===== src/rtl/adc_corr_pkg.sv =====
`timescale 1ns/1ps
package adc_corr_pkg;

   // bit offset of a lane in the merged sum; lane 0 is the most significant
   function automatic int lane_shift(input int lane, input int lanes, input int step);
      return step * (lanes - 1 - lane);
   endfunction

   // total bias added by centring every lane code on mid-range
   function automatic int bias_total(input int lanes, input int step, input int center);
      int acc;
      acc = 0;
      for (int i = 0; i < lanes; i++) begin
         acc += center << (step * i);
      end
      return acc;
   endfunction

endpackage


===== src/rtl/lane_delay.sv =====
`timescale 1ns/1ps
module lane_delay #(
   parameter int W     = 4,
   parameter int DEPTH = 1
) (
   input  logic         clk,
   input  logic         rst,
   input  logic [W-1:0] d_i,
   output logic [W-1:0] q_o
);
   logic [W-1:0] tap_q [DEPTH];

   always_ff @(posedge clk) begin
      if (rst) begin
         for (int i = 0; i < DEPTH; i++) tap_q[i] <= '0;
      end else begin
         tap_q[0] <= d_i;
         for (int i = 1; i < DEPTH; i++) tap_q[i] <= tap_q[i-1];
      end
   end

   assign q_o = tap_q[DEPTH-1];
endmodule


===== src/rtl/code_merge.sv =====
`timescale 1ns/1ps
module code_merge #(
   parameter int LANES  = 4,
   parameter int CODE_W = 4,
   parameter int STEP   = 3,
   parameter int OUT_W  = 12,
   parameter int BIAS   = 2340
) (
   input  logic [LANES*CODE_W-1:0] lanes_i,
   output logic [OUT_W-1:0]        word_o
);
   localparam int SUM_W   = OUT_W + CODE_W;
   localparam int OUT_MAX = (1 << OUT_W) - 1;

   logic [SUM_W-1:0] raw;
   logic [SUM_W-1:0] diff;

   always_comb begin
      raw = '0;
      for (int i = 0; i < LANES; i++) begin
         raw = raw + (SUM_W'(lanes_i[i*CODE_W +: CODE_W])
                      << adc_corr_pkg::lane_shift(i, LANES, STEP));
      end
      diff = raw - SUM_W'(BIAS);
      if (raw < SUM_W'(BIAS)) begin
         word_o = '0;
      end else if (diff > SUM_W'(OUT_MAX)) begin
         word_o = '1;
      end else begin
         word_o = diff[OUT_W-1:0];
      end
   end
endmodule


===== src/rtl/out_stage.sv =====
`timescale 1ns/1ps
module out_stage #(
   parameter int OUT_W = 12,
   parameter int EXTRA = 0,
   parameter logic [OUT_W-1:0] RESET_WORD = '0
) (
   input  logic             clk,
   input  logic             rst,
   input  logic [OUT_W-1:0] word_i,
   input  logic             vld_i,
   output logic [OUT_W-1:0] word_o,
   output logic             vld_o
);
   logic [OUT_W-1:0] wq [EXTRA+1];
   logic [EXTRA:0]   vq;

   always_ff @(posedge clk) begin
      if (rst) begin
         for (int i = 0; i <= EXTRA; i++) wq[i] <= RESET_WORD;
         vq <= '0;
      end else begin
         wq[0] <= word_i;
         vq[0] <= vld_i;
         for (int i = 1; i <= EXTRA; i++) begin
            wq[i] <= wq[i-1];
            vq[i] <= vq[i-1];
         end
      end
   end

   assign word_o = wq[EXTRA];
   assign vld_o  = vq[EXTRA];
endmodule


===== src/rtl/pipe_adc_backend.sv =====
`timescale 1ns/1ps
module pipe_adc_backend #(
   parameter int NUM_STAGES = 4,
   parameter int CODE_W     = 4,
   parameter int STEP_BITS  = 3,
   parameter int OUT_W      = 12,
   parameter int LATENCY    = 3
) (
   input  logic                       clk,
   input  logic                       rst,
   input  logic [NUM_STAGES*CODE_W-1:0] stage_codes_i,
   output logic [OUT_W-1:0]           word_o,
   output logic                       word_valid_o
);
   localparam int ALIGN_MAX = NUM_STAGES - 1;
   localparam int EXTRA     = LATENCY - ALIGN_MAX;
   localparam int CENTER    = 1 << (CODE_W - 2);
   localparam int BIAS      = adc_corr_pkg::bias_total(NUM_STAGES, STEP_BITS, CENTER);
   localparam logic [OUT_W-1:0] MID_WORD = OUT_W'(1) << (OUT_W - 1);

   if (NUM_STAGES < 2) begin : g_bad_stages
      $error("pipe_adc_backend: NUM_STAGES must be at least 2");
   end
   if (LATENCY < ALIGN_MAX) begin : g_bad_latency
      $error("pipe_adc_backend: LATENCY below alignment depth");
   end
   if (CODE_W != STEP_BITS + 1) begin : g_bad_code
      $error("pipe_adc_backend: CODE_W must carry one redundant bit");
   end
   if (OUT_W != STEP_BITS * NUM_STAGES) begin : g_bad_out
      $error("pipe_adc_backend: OUT_W does not match stage weights");
   end

   logic [NUM_STAGES*CODE_W-1:0] aligned;
   logic [OUT_W-1:0]             merged;
   logic                         vld_token;

   for (genvar g = 0; g < NUM_STAGES; g++) begin : g_lane
      localparam int DLY = ALIGN_MAX - g;
      if (DLY > 0) begin : g_dly
         lane_delay #(.W(CODE_W), .DEPTH(DLY)) u_dly (
            .clk (clk),
            .rst (rst),
            .d_i (stage_codes_i[g*CODE_W +: CODE_W]),
            .q_o (aligned[g*CODE_W +: CODE_W])
         );
      end else begin : g_direct
         assign aligned[g*CODE_W +: CODE_W] = stage_codes_i[g*CODE_W +: CODE_W];
      end
   end

   // valid token rides the same depth as lane 1
   lane_delay #(.W(1), .DEPTH(ALIGN_MAX)) u_vld_dly (
      .clk (clk),
      .rst (rst),
      .d_i (1'b1),
      .q_o (vld_token)
   );

   code_merge #(
      .LANES  (NUM_STAGES),
      .CODE_W (CODE_W),
      .STEP   (STEP_BITS),
      .OUT_W  (OUT_W),
      .BIAS   (BIAS)
   ) u_merge (
      .lanes_i (aligned),
      .word_o  (merged)
   );

   out_stage #(
      .OUT_W      (OUT_W),
      .EXTRA      (EXTRA),
      .RESET_WORD (MID_WORD)
   ) u_out (
      .clk    (clk),
      .rst    (rst),
      .word_i (merged),
      .vld_i  (vld_token),
      .word_o (word_o),
      .vld_o  (word_valid_o)
   );
endmodule


===== config.mk =====
export PLATFORM = sky130hd
export DESIGN_NAME = pipe_adc_backend
export DESIGN_NICKNAME = d
export VERILOG_FILES = /design/src/rtl/adc_corr_pkg.sv /design/src/rtl/lane_delay.sv /design/src/rtl/code_merge.sv /design/src/rtl/out_stage.sv /design/src/rtl/pipe_adc_backend.sv
export SDC_FILE = /design/constraint.sdc
export NUM_CORES = 1
export LEC_CHECK = 0
export BUFFER_PORTS_ARGS = -buffer_cell sky130_fd_sc_hd__buf_2
export CORE_MARGIN = 5
export CORE_UTILIZATION = 57
export CTS_BUF_LIST = sky130_fd_sc_hd__clkbuf_4
export DETAILED_ROUTE_END_ITERATION = 7
export HOLD_SLACK_MARGIN = 0.05
export PLACE_DENSITY = 0.81
export SETUP_SLACK_MARGIN = 0.3
export SLEW_MARGIN = 20
export SYNTH_ARGS = -nofsm -noshare
export SYNTH_HDL_FRONTEND = slang
export SYNTH_SLANG_ARGS = --single-unit

===== constraint.sdc =====
create_clock -name clk -period 3.4 [get_ports clk]
set_clock_uncertainty 0.1 [all_clocks]
set_input_delay 0.34 -clock clk [delete_from_list [all_inputs] [get_ports clk]]
set_output_delay 0.34 -clock clk [all_outputs]
set_load 0.03 [all_outputs]

After elaboration in Yosys (flattened, before gate mapping). Memories as Yosys holds them, arrays and structs flattened. A register that Yosys moved wholly into a read port is not among the register bits. Index checks and enable logic that the tools add are counted.

Order comparisons: 2. Add/sub/neg operators: 4. Bitwise operators: 8. Mux-type cells: 17. Eq/ne operators: 0. Reduce and logical (&&, ||, !) cells: 2. Div/mod/pow operators: 0. Multipliers: 0. Shifts and indexed selects: 0.

Operators with widths (number): $mux W12 (3); $mux W4 (6); $add A16 B4 Y16 (1); $add A16 B7 Y16 (1); $gt A16 B12 Y1 const B (1); $lt A16 B12 Y1 const B (1); $sub A16 B12 Y16 const B (1); $add A13 B10 Y14 (1); $reduce_or A12 Y1 (1); $mux W1 (8); $or A1 B1 Y1 (8); $reduce_or A4 Y1 (1).

Word-level logic and storage cells: 38. Bits in registers: 0. Memories kept: 5. Input bits: 18. Bits in read-only memories: 0. Output and inout bits: 13. Bits in writable memories: 39. Bits in latches: 0.

Memory list: g_lane[0].g_dly.u_dly.tap_q (words 3, bits a word 4, read ports 3, clocked after Yosys merged registers in 0, wr ports 3, line lane_delay.sv:11) `logic [W-1:0] tap_q [DEPTH];`; u_out.wq (words 1, bits a word 12, read ports 1, clocked after Yosys merged registers in 0, wr ports 1, line out_stage.sv:14) `logic [OUT_W-1:0] wq [EXTRA+1];`; g_lane[1].g_dly.u_dly.tap_q (words 2, bits a word 4, read ports 2, clocked after Yosys merged registers in 0, wr ports 2, line lane_delay.sv:11); g_lane[2].g_dly.u_dly.tap_q (words 1, bits a word 4, read ports 1, clocked after Yosys merged registers in 0, wr ports 1, line lane_delay.sv:11); u_vld_dly.tap_q (words 3, bits a word 1, read ports 3, clocked after Yosys merged registers in 1, wr ports 3, line lane_delay.sv:11).

Logic depth before layout (Yosys ltp). Gate-level depths: netlist of the first run. An unclocked memory read counts as a cell.

Depth in word-level cells: 9. Mapped depth: 11. Depth with buffers taken out: 10.

Modules after synthesis. From an unflattened synthesis of the first run, not the netlist that was laid out.

Cell total of the unflattened synthesis: 211. Area total of the unflattened synthesis: 2021.9 sq um.

Modules (own cells, without submodules): code_merge (times used 1, cells an instance 120, sequential area each 0.0 sq um, area each 844.6 sq um); lane_delay at g_lane[0].g_dly.u_dly (times used 1, cells an instance 29, sequential area each 240.2 sq um, area each 396.6 sq um); out_stage (times used 1, cells an instance 27, sequential area each 260.2 sq um, area each 352.8 sq um); lane_delay at g_lane[1].g_dly.u_dly (times used 1, cells an instance 20, sequential area each 160.2 sq um, area each 240.2 sq um); lane_delay at g_lane[2].g_dly.u_dly (times used 1, cells an instance 8, sequential area each 80.1 sq um, area each 105.1 sq um); lane_delay at u_vld_dly (times used 1, cells an instance 6, sequential area each 60.1 sq um, area each 78.8 sq um); pipe_adc_backend (times used 1, cells an instance 1, sequential area each 0.0 sq um, area each 3.8 sq um).

Least setup slack after synthesis of the first run. No wires, ideal clock.

Path kind: register -> register. Start point: memory g_lane[0].g_dly.u_dly.tap_q[2][0], in the netlist g_lane[0].g_dly.u_dly.tap_q[0][8]. End point: memory u_out.wq[0][0]. Period minus slack after synthesis: 2740 ps. Buffers on the path: 1. Setup slack: 660 ps. Arrival: 2508 ps. Library setup time: 132 ps. Cell stages (with the launch flop): 10. Required time: 3168 ps. Path through: dfxtp_1 ha_1 ha_1 nand2_1 or3_1 xnor2_1 or4_4 a32oi_2 buf_6 a21oi_1.

RTL lines (line): start, declared (lane_delay.sv:11); end, declared (out_stage.sv:14).

==> results of run 1 <==
[state kept, by name, indices dropped and copies added (netlist names)]
register	flops
g_lane.g_dly.u_dly.tap_q	24
u_out.wq	12
u_vld_dly.tap_q	3
u_out.vld_o	1
[stage by stage]
step | power, mW | util [%] | area, sq um | cells | setup slack (ns)
after floorplan | 0.585 | - | 1690 | 169 | 0.660
after global placement | 0.608 | 65.8 | 1850 | 223 | 0.403
after detailed placement | 0.611 | 65.8 | 1850 | 223 | 0.261
after CTS | 0.902 | 68.5 | 1920 | 231 | 0.316
after global routing | 0.946 | 69.5 | 1950 | 232 | 0.313
final | 0.902 | 69.5 | 1950 | 232 | 0.447
[worst max path at each step]
| stage | from | endpoint | slack (ns) | cells after the start |
|---|---|---|---|---|
| floorplan | g_lane[0].g_dly.u_dly.tap_q[0][8] | u_out.wq[0][0] | 0.66 | 9 |
| global placement | stage_codes_i[15] | u_out.wq[0][6] | 0.40 | 9 |
| detailed placement | stage_codes_i[15] | u_out.wq[0][3] | 0.26 | 9 |
| CTS | g_lane[0].g_dly.u_dly.tap_q[0][8] | u_out.wq[0][6] | 0.32 | 8 |
| global route | g_lane[1].g_dly.u_dly.tap_q[0][4] | u_out.wq[0][10] | 0.31 | 8 |
| finish | g_lane[0].g_dly.u_dly.tap_q[0][8] | u_out.wq[0][6] | 0.45 | 8 |
[area by class of cell]
| type | count | area [sq um] | area share [%] |
|---|---|---|---|
| clock inverters | 3 | 37.5 | 1.93 |
| inverters | 6 | 22.5 | 1.16 |
| well taps | 31 | 38.8 | 1.99 |
| multi-input cells | 117 | 862 | 44.2 |
| flip-flops and latches | 40 | 801 | 41.1 |
| repair buffers | 30 | 150 | 7.70 |
| clock buffers | 5 | 37.5 | 1.93 |
[placed cells by master, fill, tap and decap left out, types with 2 or more instances in the layout]
cell type | netlist | final
dfxtp_1 | 40 | 40
buf_2 | 0 | 30
nor2b_1 | 27 | 27
a21oi_1 | 14 | 14
xnor2_1 | 12 | 12
nand2_1 | 9 | 9
xor2_1 | 7 | 7
ha_1 | 7 | 7
inv_1 | 6 | 6
a31oi_1 | 6 | 6
clkbuf_4 | 0 | 5
nand3_1 | 4 | 4
o21ai_0 | 4 | 4
a31o_2 | 3 | 3
nor3_1 | 3 | 3
nand2b_1 | 2 | 2
o21bai_1 | 2 | 2
clkinv_1 | 0 | 2
[cell families after synthesis]
kind of cell | synth area share (%)
and+or+nand+nor | 18.5
buffers and inverters | 3.33
xor gates and xnor gates | 9.84
adders and majority gates | 5.18
DFF | 47.3
AOI/OAI and AO/OA | 15.8
[what timing repair did]
action / 4_1_cts / 5_1_grt
setup endpoints to repair: 0 / 11
buffers inserted: 0 / 0
gates resized for setup: 0 / 1
[power groups by stage]
stage | registers (mW) | logic (mW) | clock network (mW)
after global placement | 0.505 | 0.103 | 0
after global routing | 0.498 | 0.123 | 0.325
after detailed placement | 0.506 | 0.106 | 0
after CTS | 0.495 | 0.107 | 0.300
final | 0.495 | 0.111 | 0.296
after floorplan | 0.512 | 0.0729 | 0
[layer usage]
| metal | up-vias | routed length [microns] | GRT usage (%) |
|---|---|---|---|
| li1 | 649 | - | - |
| met5 | - | 0 | 0 |
| met4 | 0 | 64 | 7.12 |
| met1 | 616 | 1380 | 19.1 |
| met3 | 8 | 201 | 5.87 |
| met2 | 52 | 1540 | 27.2 |
[cell usage after synthesis, drive strengths merged, types with 2 or more instances]
master,instances,share of area [%]
a31oi,6,2.2
a31o,3,1.6
a21oi,14,4.1
nor3,3,0.89
xor2,7,3.6
o21ai,4,1.2
nor2b,27,10
nand3,4,1.2
dfxtp,40,47
inv,6,1.3
ha,7,5.2
clkbuf,6,1.3
nand2b,2,0.74
nand2,9,2.0
o21bai,2,0.89
or4,2,1.1
xnor2,12,6.2
[worst register-to-register path: stages (launching register included)]
cell	delay, ns
dfxtp_1	0.32
ha_1	0.21
ha_1	0.37
nand2_1	0.13
or3_1	0.46
xnor2_1	0.20
or4_4	0.59
a32oi_4	0.34
a31oi_1	0.12
==> qor.csv, run 1 <==
metric,value,unit
outcome,"complete, no violations",
Unique masters post-synth,33,
Mapped Cells,169,
net switching power,219,uW
WS Path Type,reg2reg,
HP Class,in2reg,
share of post-route cells with drive strength above 1,22.4,%
RSZ-0062 raised after global routing,false,
Mean Syn Cell Area,10.0,sq um
fin. max-slew vios,0,
first-pass GRT wire length,5.40,mm
Fin Hold WS,0.0995,ns
TritonCTS Buffers,5,
Hold Path End,g_lane[1].g_dly.u_dly.tap_q[0][3],
hold_sp,stage_codes_i[7],
DR iter-0 viols,83,
CTS Buffer Depth,2,
wire per inst,13.7,microns
Lkg Pwr,0.847,nW
antenna cells,0,
PD cells,463,nW/um^2
clock sink count,40,
Die H,64.5,microns
Tcrit/Tclk final,86.9,%
final setup vio count,0,
nets@finish,225,
vias in the first global route,1287,
htree depth,2,
CP bufs+invs,0,
asr flop ratio synth,0,%
terminus of the critical flop-to-flop path,u_out.wq[0][6],
DR pass1 iterations,4,
maximum vdd drop,316,uV
"critical path fanouts, max",6,
number of max-cap violations,0,
io pins,31,
crit-path cells,"ha_1, ha_1, nand2_1, or3_1, xnor2_1, or4_4, a32oi_4, a31oi_1",
global route total overflow,0,
initial antenna violation count,0,
part of the power in the clock network,32.8,%
Sw Ratio,24.2,%
Critical Path Sink Type,register,
DP Wirelength,2.25,mm
IO Port Bufs,30,
Worst Hold Depth,2,
"Net Count, Synth",194,
post-layout min period,2.95,ns
die width,64.5,microns
CP required,3.53,ns
synthesized cell area,1690,sq um
register share of total power,54.9,%
CTS Root Cell,clkbuf_4,
largest net degree at the start of global routing,31,
full die area,4160,sq um
Via density,5.71,
"Warnings, synthesis",0,
"Reg clk slew, reported paths",0.11,ns
CP most frequent cell,ha_1,
max frequency,0.339,GHz
max_slew headroom,61.0,%
CTS tree,built,
GRT Util Overall,16.4,%
Post-DRT Antenna Nets,0,
Final Hold Vio Count,0,
Slowest Stage Delay on Critical Path,0.59,ns
reg-to-reg critical path startpoint,g_lane[0].g_dly.u_dly.tap_q[0][8],
combinational group share of total power,12.3,%
"CP delay by family, top",simple AND/OR/NAND/NOR gates,
# hold bufs at CTS,0,
setup total negative slack,0,ns
critical path launch point type,register,
routability congestion estimate,0.902,
Layout area overhead,15.2,%
Slew @ Worst Pin,0.581,ns
drt total wl,3.19,mm
sequential share of the synthesized area,47.3,%
via count,1325,
Worst Path Arrival,3.08,ns
FILL cells,234,
Synth Register Bits,40,
Crit-path slowest cell,or4_4,
Rows,19,
flop-to-flop setup slack,0.45,ns
Post-synth EDFFs,0,
Initial Util,60.3,%
core area,2810,sq um
DRC,0,
worst reg-to-reg path cell count,8,
internal power,683,uW
main flop type after synthesis,dfxtp_1,
clk_lat worst skew,0.34,ns
No activity file was read; power rests on OpenSTA's default activity.
==> run 2: changes to the inputs <==
--- a/config.mk
+++ b/config.mk
@@ -9,8 +9,10 @@
 export CORE_MARGIN = 5
 export CORE_UTILIZATION = 57
 export CTS_BUF_LIST = sky130_fd_sc_hd__clkbuf_4
+export CTS_CLUSTER_DIAMETER = 30
 export DETAILED_ROUTE_END_ITERATION = 7
 export HOLD_SLACK_MARGIN = 0.05
+export MAX_ROUTING_LAYER = met4
 export PLACE_DENSITY = 0.81
 export SETUP_SLACK_MARGIN = 0.3
 export SLEW_MARGIN = 20
==> run 2 against run 1 <==
  * Cell count stayed put
  * Clock power about the same
  * First-iteration DRC count rose by 2.4%
  * Design area unchanged
  * Die area unchanged
  * Non-clock buffer count is the same
  * Hold slack improved by 0.00070 ns
  * Core utilization did not move
  * Critical path depth did not move
  * Global-route usage rose by 0.49 points
  * Sequential power is essentially flat
  * Via count unchanged
  * Critical endpoint unchanged
  * Largest cell class unchanged
==> qor.csv, run 2 (synthesis gave the netlist of run 1 again) <==
metric,value,unit
global route total overflow,0,
Via density,5.71,
share of post-route cells with drive strength above 1,22.4,%
"commonest non-fill, non-tap cell in the layout",dfxtp_1,
IO Port Bufs,30,
number of max-cap violations,0,
Post-DRT Antenna Nets,0,
RSZ-0062 raised after global routing,false,
DP Wirelength,2.25,mm
GRT Util Overall,16.9,%
maximum vdd drop,316,uV
PD cells,462,nW/um^2
grt met1 use,19.1,%
nets@finish,225,
post-layout min period,2.95,ns
TritonCTS Buffers,5,
clock sink count,40,
Slowest Stage Delay on Critical Path,0.59,ns
clk_lat worst skew,0.34,ns
"Reg clk slew, reported paths",0.11,ns
fin. max-slew vios,0,
GRT met3 Usage,5.87,%
Worst Path Arrival,3.09,ns
CP startpoint,g_lane[0].g_dly.u_dly.tap_q[0][8],
final setup vio count,0,
hold_sp,stage_codes_i[7],
WS Path Type,reg2reg,
vias in the first global route,1287,
"critical path fanouts, max",6,
setup repair bufs after CTS,0,
DRC,0,
via count,1325,
Critical Path Sink Type,register,
Die H,64.5,microns
HP Class,in2reg,
outcome,"complete, no violations",
antenna cells,0,
Largest Register,g_lane.g_dly.u_dly.tap_q,
Crit-path slowest cell,or4_4,
reg-to-reg critical path startpoint,g_lane[0].g_dly.u_dly.tap_q[0][8],
CP bufs+invs,0,
io pins,31,
wire per inst,13.7,microns
Initial Util,60.3,%
critical path launch point type,register,
max frequency,0.338,GHz
drt total wl,3.19,mm
largest net degree at the start of global routing,31,
Rows,19,
htree depth,2,
DR iter-0 viols,85,
met2 Use GR,27.2,%
CTS Buffer Depth,2,
first-pass GRT wire length,5.40,mm
# hold bufs at CTS,0,
max_slew headroom,61.0,%
final cell utilization of the core,69.5,%
Tcrit/Tclk final,86.9,%
CTS tree,built,
max FFs per register,24,
CP most frequent cell,ha_1,
setup total negative slack,0,ns
Lkg Pwr,0.847,nW
global route hottest layer,met2,
total power,902,uW
core area,2810,sq um
"CP delay by family, top",simple AND/OR/NAND/NOR gates,
routability congestion estimate,0.917,
DR pass1 iterations,4,
Layout area overhead,15.2,%
full die area,4160,sq um
Slew @ Worst Pin,0.581,ns
die width,64.5,microns
initial antenna violation count,0,
CTS Root Cell,clkbuf_4,
largest registers,"g_lane.g_dly.u_dly.tap_q x24, u_out.wq x12, u_vld_dly.tap_q x3",
most frequent cells in the layout,"dfxtp_1 (40), buf_2 (30), nor2b_1 (27), a21oi_1 (14), xnor2_1 (12)",
FILL cells,234,
post-CTS resize count,0,
Final Hold Vio Count,0,
CP required,3.53,ns
crit-path cells,"ha_1, ha_1, nand2_1, or3_1, xnor2_1, or4_4, a32oi_4, a31oi_1",
-- run 2: cell counts in the layout (fill, tap and decap cells not counted) --
Identical to the previous run, type by type.
-- run 2: worst paths after layout --
| path | end | slack (ns) | cells past startpoint |
|---|---|---|---|
| worst max-delay path | u_out.wq[0][6] | 0.45 | 8 |
| worst min-delay path | g_lane[1].g_dly.u_dly.tap_q[0][3] | 0.10 | 2 |
| worst max register to register | u_out.wq[0][6] | 0.45 | 8 |
| worst min register to register | g_lane[0].g_dly.u_dly.tap_q[0][8] | 0.35 | 1 |
-- run 2: layout make-up --
type	count	area (sq um)	share of cell area [%]
flip-flops and latches	40	801	41.1
clock buffers	5	37.5	1.93
repair buffers	30	150	7.70
clock inverters	3	37.5	1.93
multi-input cells	117	862	44.2
inverters	6	22.5	1.16
well taps	31	38.8	1.99
-- run 2: report_power, final --
part	switching (mW)	total (mW)	internal, mW
registers	0.00799	0.495	0.487
clock network	0.145	0.295	0.150
logic	0.0652	0.111	0.0460
-- run 2: routing by layer --
metal	wire, microns	part of all wire [%]	vias up
met4	59	1.9	0
met3	205	6.4	8
met1	1380	43	618
li1	-	-	649
met2	1540	48	50
met5	0	0	-
-- run 2: worst reg2reg max path, cell delays in order, from the launching register on --
cell     delay [ns]
dfxtp_1        0.32
ha_1           0.21
ha_1           0.37
nand2_1        0.13
or3_1          0.46
xnor2_1        0.20
or4_4          0.59
a32oi_4        0.34
a31oi_1        0.12
-- run 2: stage by stage --
stage / instances / setup slack, ns / cell area (sq um) / hold slack, ns
after global placement: 223 / 0.403 / 1850 / 0.317
after global routing: 232 / 0.313 / 1950 / 0.0816
after floorplan: 169 / 0.660 / 1690 / 0.314
after detailed placement: 223 / 0.261 / 1850 / 0.322
final: 232 / 0.446 / 1950 / 0.100
after CTS: 231 / 0.316 / 1920 / 0.0871
==> run 3: changes to the inputs <==
--- a/config.mk
+++ b/config.mk
@@ -6,9 +6,9 @@
 export NUM_CORES = 1
 export LEC_CHECK = 0
 export BUFFER_PORTS_ARGS = -buffer_cell sky130_fd_sc_hd__buf_2
-export CORE_MARGIN = 5
+export CORE_MARGIN = 2
 export CORE_UTILIZATION = 57
-export CTS_BUF_LIST = sky130_fd_sc_hd__clkbuf_4
+export CTS_BUF_LIST = sky130_fd_sc_hd__clkbuf_4 sky130_fd_sc_hd__clkbuf_8
 export CTS_CLUSTER_DIAMETER = 30
 export DETAILED_ROUTE_END_ITERATION = 7
 export HOLD_SLACK_MARGIN = 0.05
==> run 3 against run 2 <==
  * Power rose by 2.7%
  * Die area fell by 18%
  * Critical path type unchanged
  * Non-clock buffer count did not move
  * Worst setup slack improved by 0.023 ns
  * First-iteration DRC count fell by 58%
  * Register-to-register slack improved by 0.02 ns
  * Maximum frequency rose by 0.78%
  * Cell count did not move
==> qor.csv, run 3 (synthesis gave the netlist of run 1 again) <==
metric,value,unit
outcome,"complete, no violations",
nets@finish,225,
CP required,3.54,ns
via count,1301,
Crit-path slowest cell,or4_4,
antenna cells,0,
io pins,31,
placed insts,223,
DRC,0,
flop-to-flop setup slack,0.47,ns
CTS tree,built,
Slowest Stage Delay on Critical Path,0.59,ns
htree depth,2,
DR iter-0 viols,36,
WS Path Type,reg2reg,
Layout area overhead,16.3,%
initial antenna violation count,0,
total power,926,uW
Rows,19,
Via density,5.61,
Fin Hold WS,0.0814,ns
reg-to-reg critical path startpoint,g_lane[0].g_dly.u_dly.tap_q[0][8],
Tcrit/Tclk final,86.2,%
CP startpoint,g_lane[0].g_dly.u_dly.tap_q[0][8],
Slew @ Worst Pin,0.544,ns
"critical path fanouts, max",5,
share of post-route cells with drive strength above 1,23.9,%
maximum vdd drop,486,uV
Largest Register,g_lane.g_dly.u_dly.tap_q,
RSZ-0062 raised after global routing,false,
"commonest non-fill, non-tap cell in the layout",dfxtp_1,
setup total negative slack,0,ns
critical path launch point type,register,
Critical Path Sink Type,register,
DR WL met3,193,microns
CP bufs+invs,0,
clk_lat worst skew,0.36,ns
IO Port Bufs,30,
max FFs per register,24,
fin. max-slew vios,0,
TritonCTS Buffers,5,
DP Wirelength,2.19,mm
Post-Layout Cell Count,232,
number of max-cap violations,0,
Final Hold Vio Count,0,
Initial Util,60.8,%
metal2 WL,1.61,mm
setup repair bufs after CTS,0,
global route total overflow,0,
Worst Path Arrival,3.08,ns
FILL cells,214,
CP Depth,8,
HP Class,in2reg,
wire per inst,13.6,microns
vias in the first global route,1241,
crit-path cells,"ha_1, ha_1, nand2_1, or3_1, xnor2_1, or4_4, a32oi_2, a21oi_1",
Worst Setup EP,u_out.wq[0][2],
M1 WL,1.30,mm
GRT Util Overall,19.9,%
core area,2780,sq um
largest registers,"g_lane.g_dly.u_dly.tap_q x24, u_out.wq x12, u_vld_dly.tap_q x3",
routability congestion estimate,0.892,
terminus of the critical flop-to-flop path,u_out.wq[0][2],
worst reg-to-reg path cell count,8,
max layer used,met4,
PD cells,471,nW/um^2
max frequency,0.341,GHz
clock sink count,40,
Worst Hold Depth,2,
# hold bufs at CTS,0,
most frequent cells in the layout,"dfxtp_1 (40), buf_2 (30), nor2b_1 (27), a21oi_1 (14), xnor2_1 (12)",
"CP delay by family, top",simple AND/OR/NAND/NOR gates,
Post-DRT Antenna Nets,0,
drt total wl,3.16,mm
Die H,58.5,microns
full die area,3420,sq um
CTS Buffer Depth,2,
"Reg clk slew, reported paths",0.12,ns
final setup vio count,0,
CP most frequent cell,ha_1,
largest net degree at the start of global routing,31,
die width,58.5,microns
post-layout min period,2.93,ns
CTS Root Cell,clkbuf_4,
max_slew headroom,63.5,%
DR pass1 iterations,4,
first-pass GRT wire length,4.96,mm
Lkg Pwr,0.854,nW
[run 3: cell counts in the layout (fill, tap and decap cells not counted)]
Identical to the previous run, type by type.
[run 3: worst min path at each step]
stage	startpoint	endpoint
2_1_floorplan	g_lane[0].g_dly.u_dly.tap_q[0][6]	g_lane[0].g_dly.u_dly.tap_q[0][10]
3_3_place_gp	g_lane[0].g_dly.u_dly.tap_q[0][2]	g_lane[0].g_dly.u_dly.tap_q[0][6]
3_5_place_dp	g_lane[1].g_dly.u_dly.tap_q[0][0]	g_lane[1].g_dly.u_dly.tap_q[0][4]
4_1_cts	stage_codes_i[6]	g_lane[1].g_dly.u_dly.tap_q[0][2]
5_1_grt	stage_codes_i[0]	g_lane[0].g_dly.u_dly.tap_q[0][0]
6_report	stage_codes_i[6]	g_lane[1].g_dly.u_dly.tap_q[0][2]
[run 3: cell type report]
cell class                 instances  area, sq um  area share [%]
multi-input combinational        117          870            44.2
timing repair buffer              30          150            7.63
clock inverter                     3         47.5            2.42
clock buffer                       5         37.5            1.91
sequential                        40          801            40.7
inverter                           6         22.5            1.15
tap                               31         38.8            1.97
[run 3: what timing repair did]
action | 4_1_cts | 5_1_grt
cloned | 0 | 1
setup endpoints to repair | 1 | 11
gates resized for setup | 1 | 1
pin swaps | 0 | 1
[run 3: metal layers]
layer	vias to the layer above	global-route usage, %
met5	-	-
met4	0	10.3
met3	11	7.69
met2	50	32.1
met1	590	21.1
li1	650	-
[run 3: power by group]
group | switching (mW) | total (mW) | leakage, nW | internal, mW
Sequential | 0.00792 | 0.495 | 0.329 | 0.487
Clock | 0.162 | 0.319 | 0.0454 | 0.157
Combinational | 0.0656 | 0.112 | 0.479 | 0.0462
[run 3: stage by stage]
stage	worst slack, ns	instance area (sq um)	util (%)
final	0.468	1970	70.7
after global routing	0.329	1970	70.7
after CTS	0.390	1940	69.9
after detailed placement	0.283	1850	66.4
after global placement	0.395	1850	66.4
after floorplan	0.660	1690	-
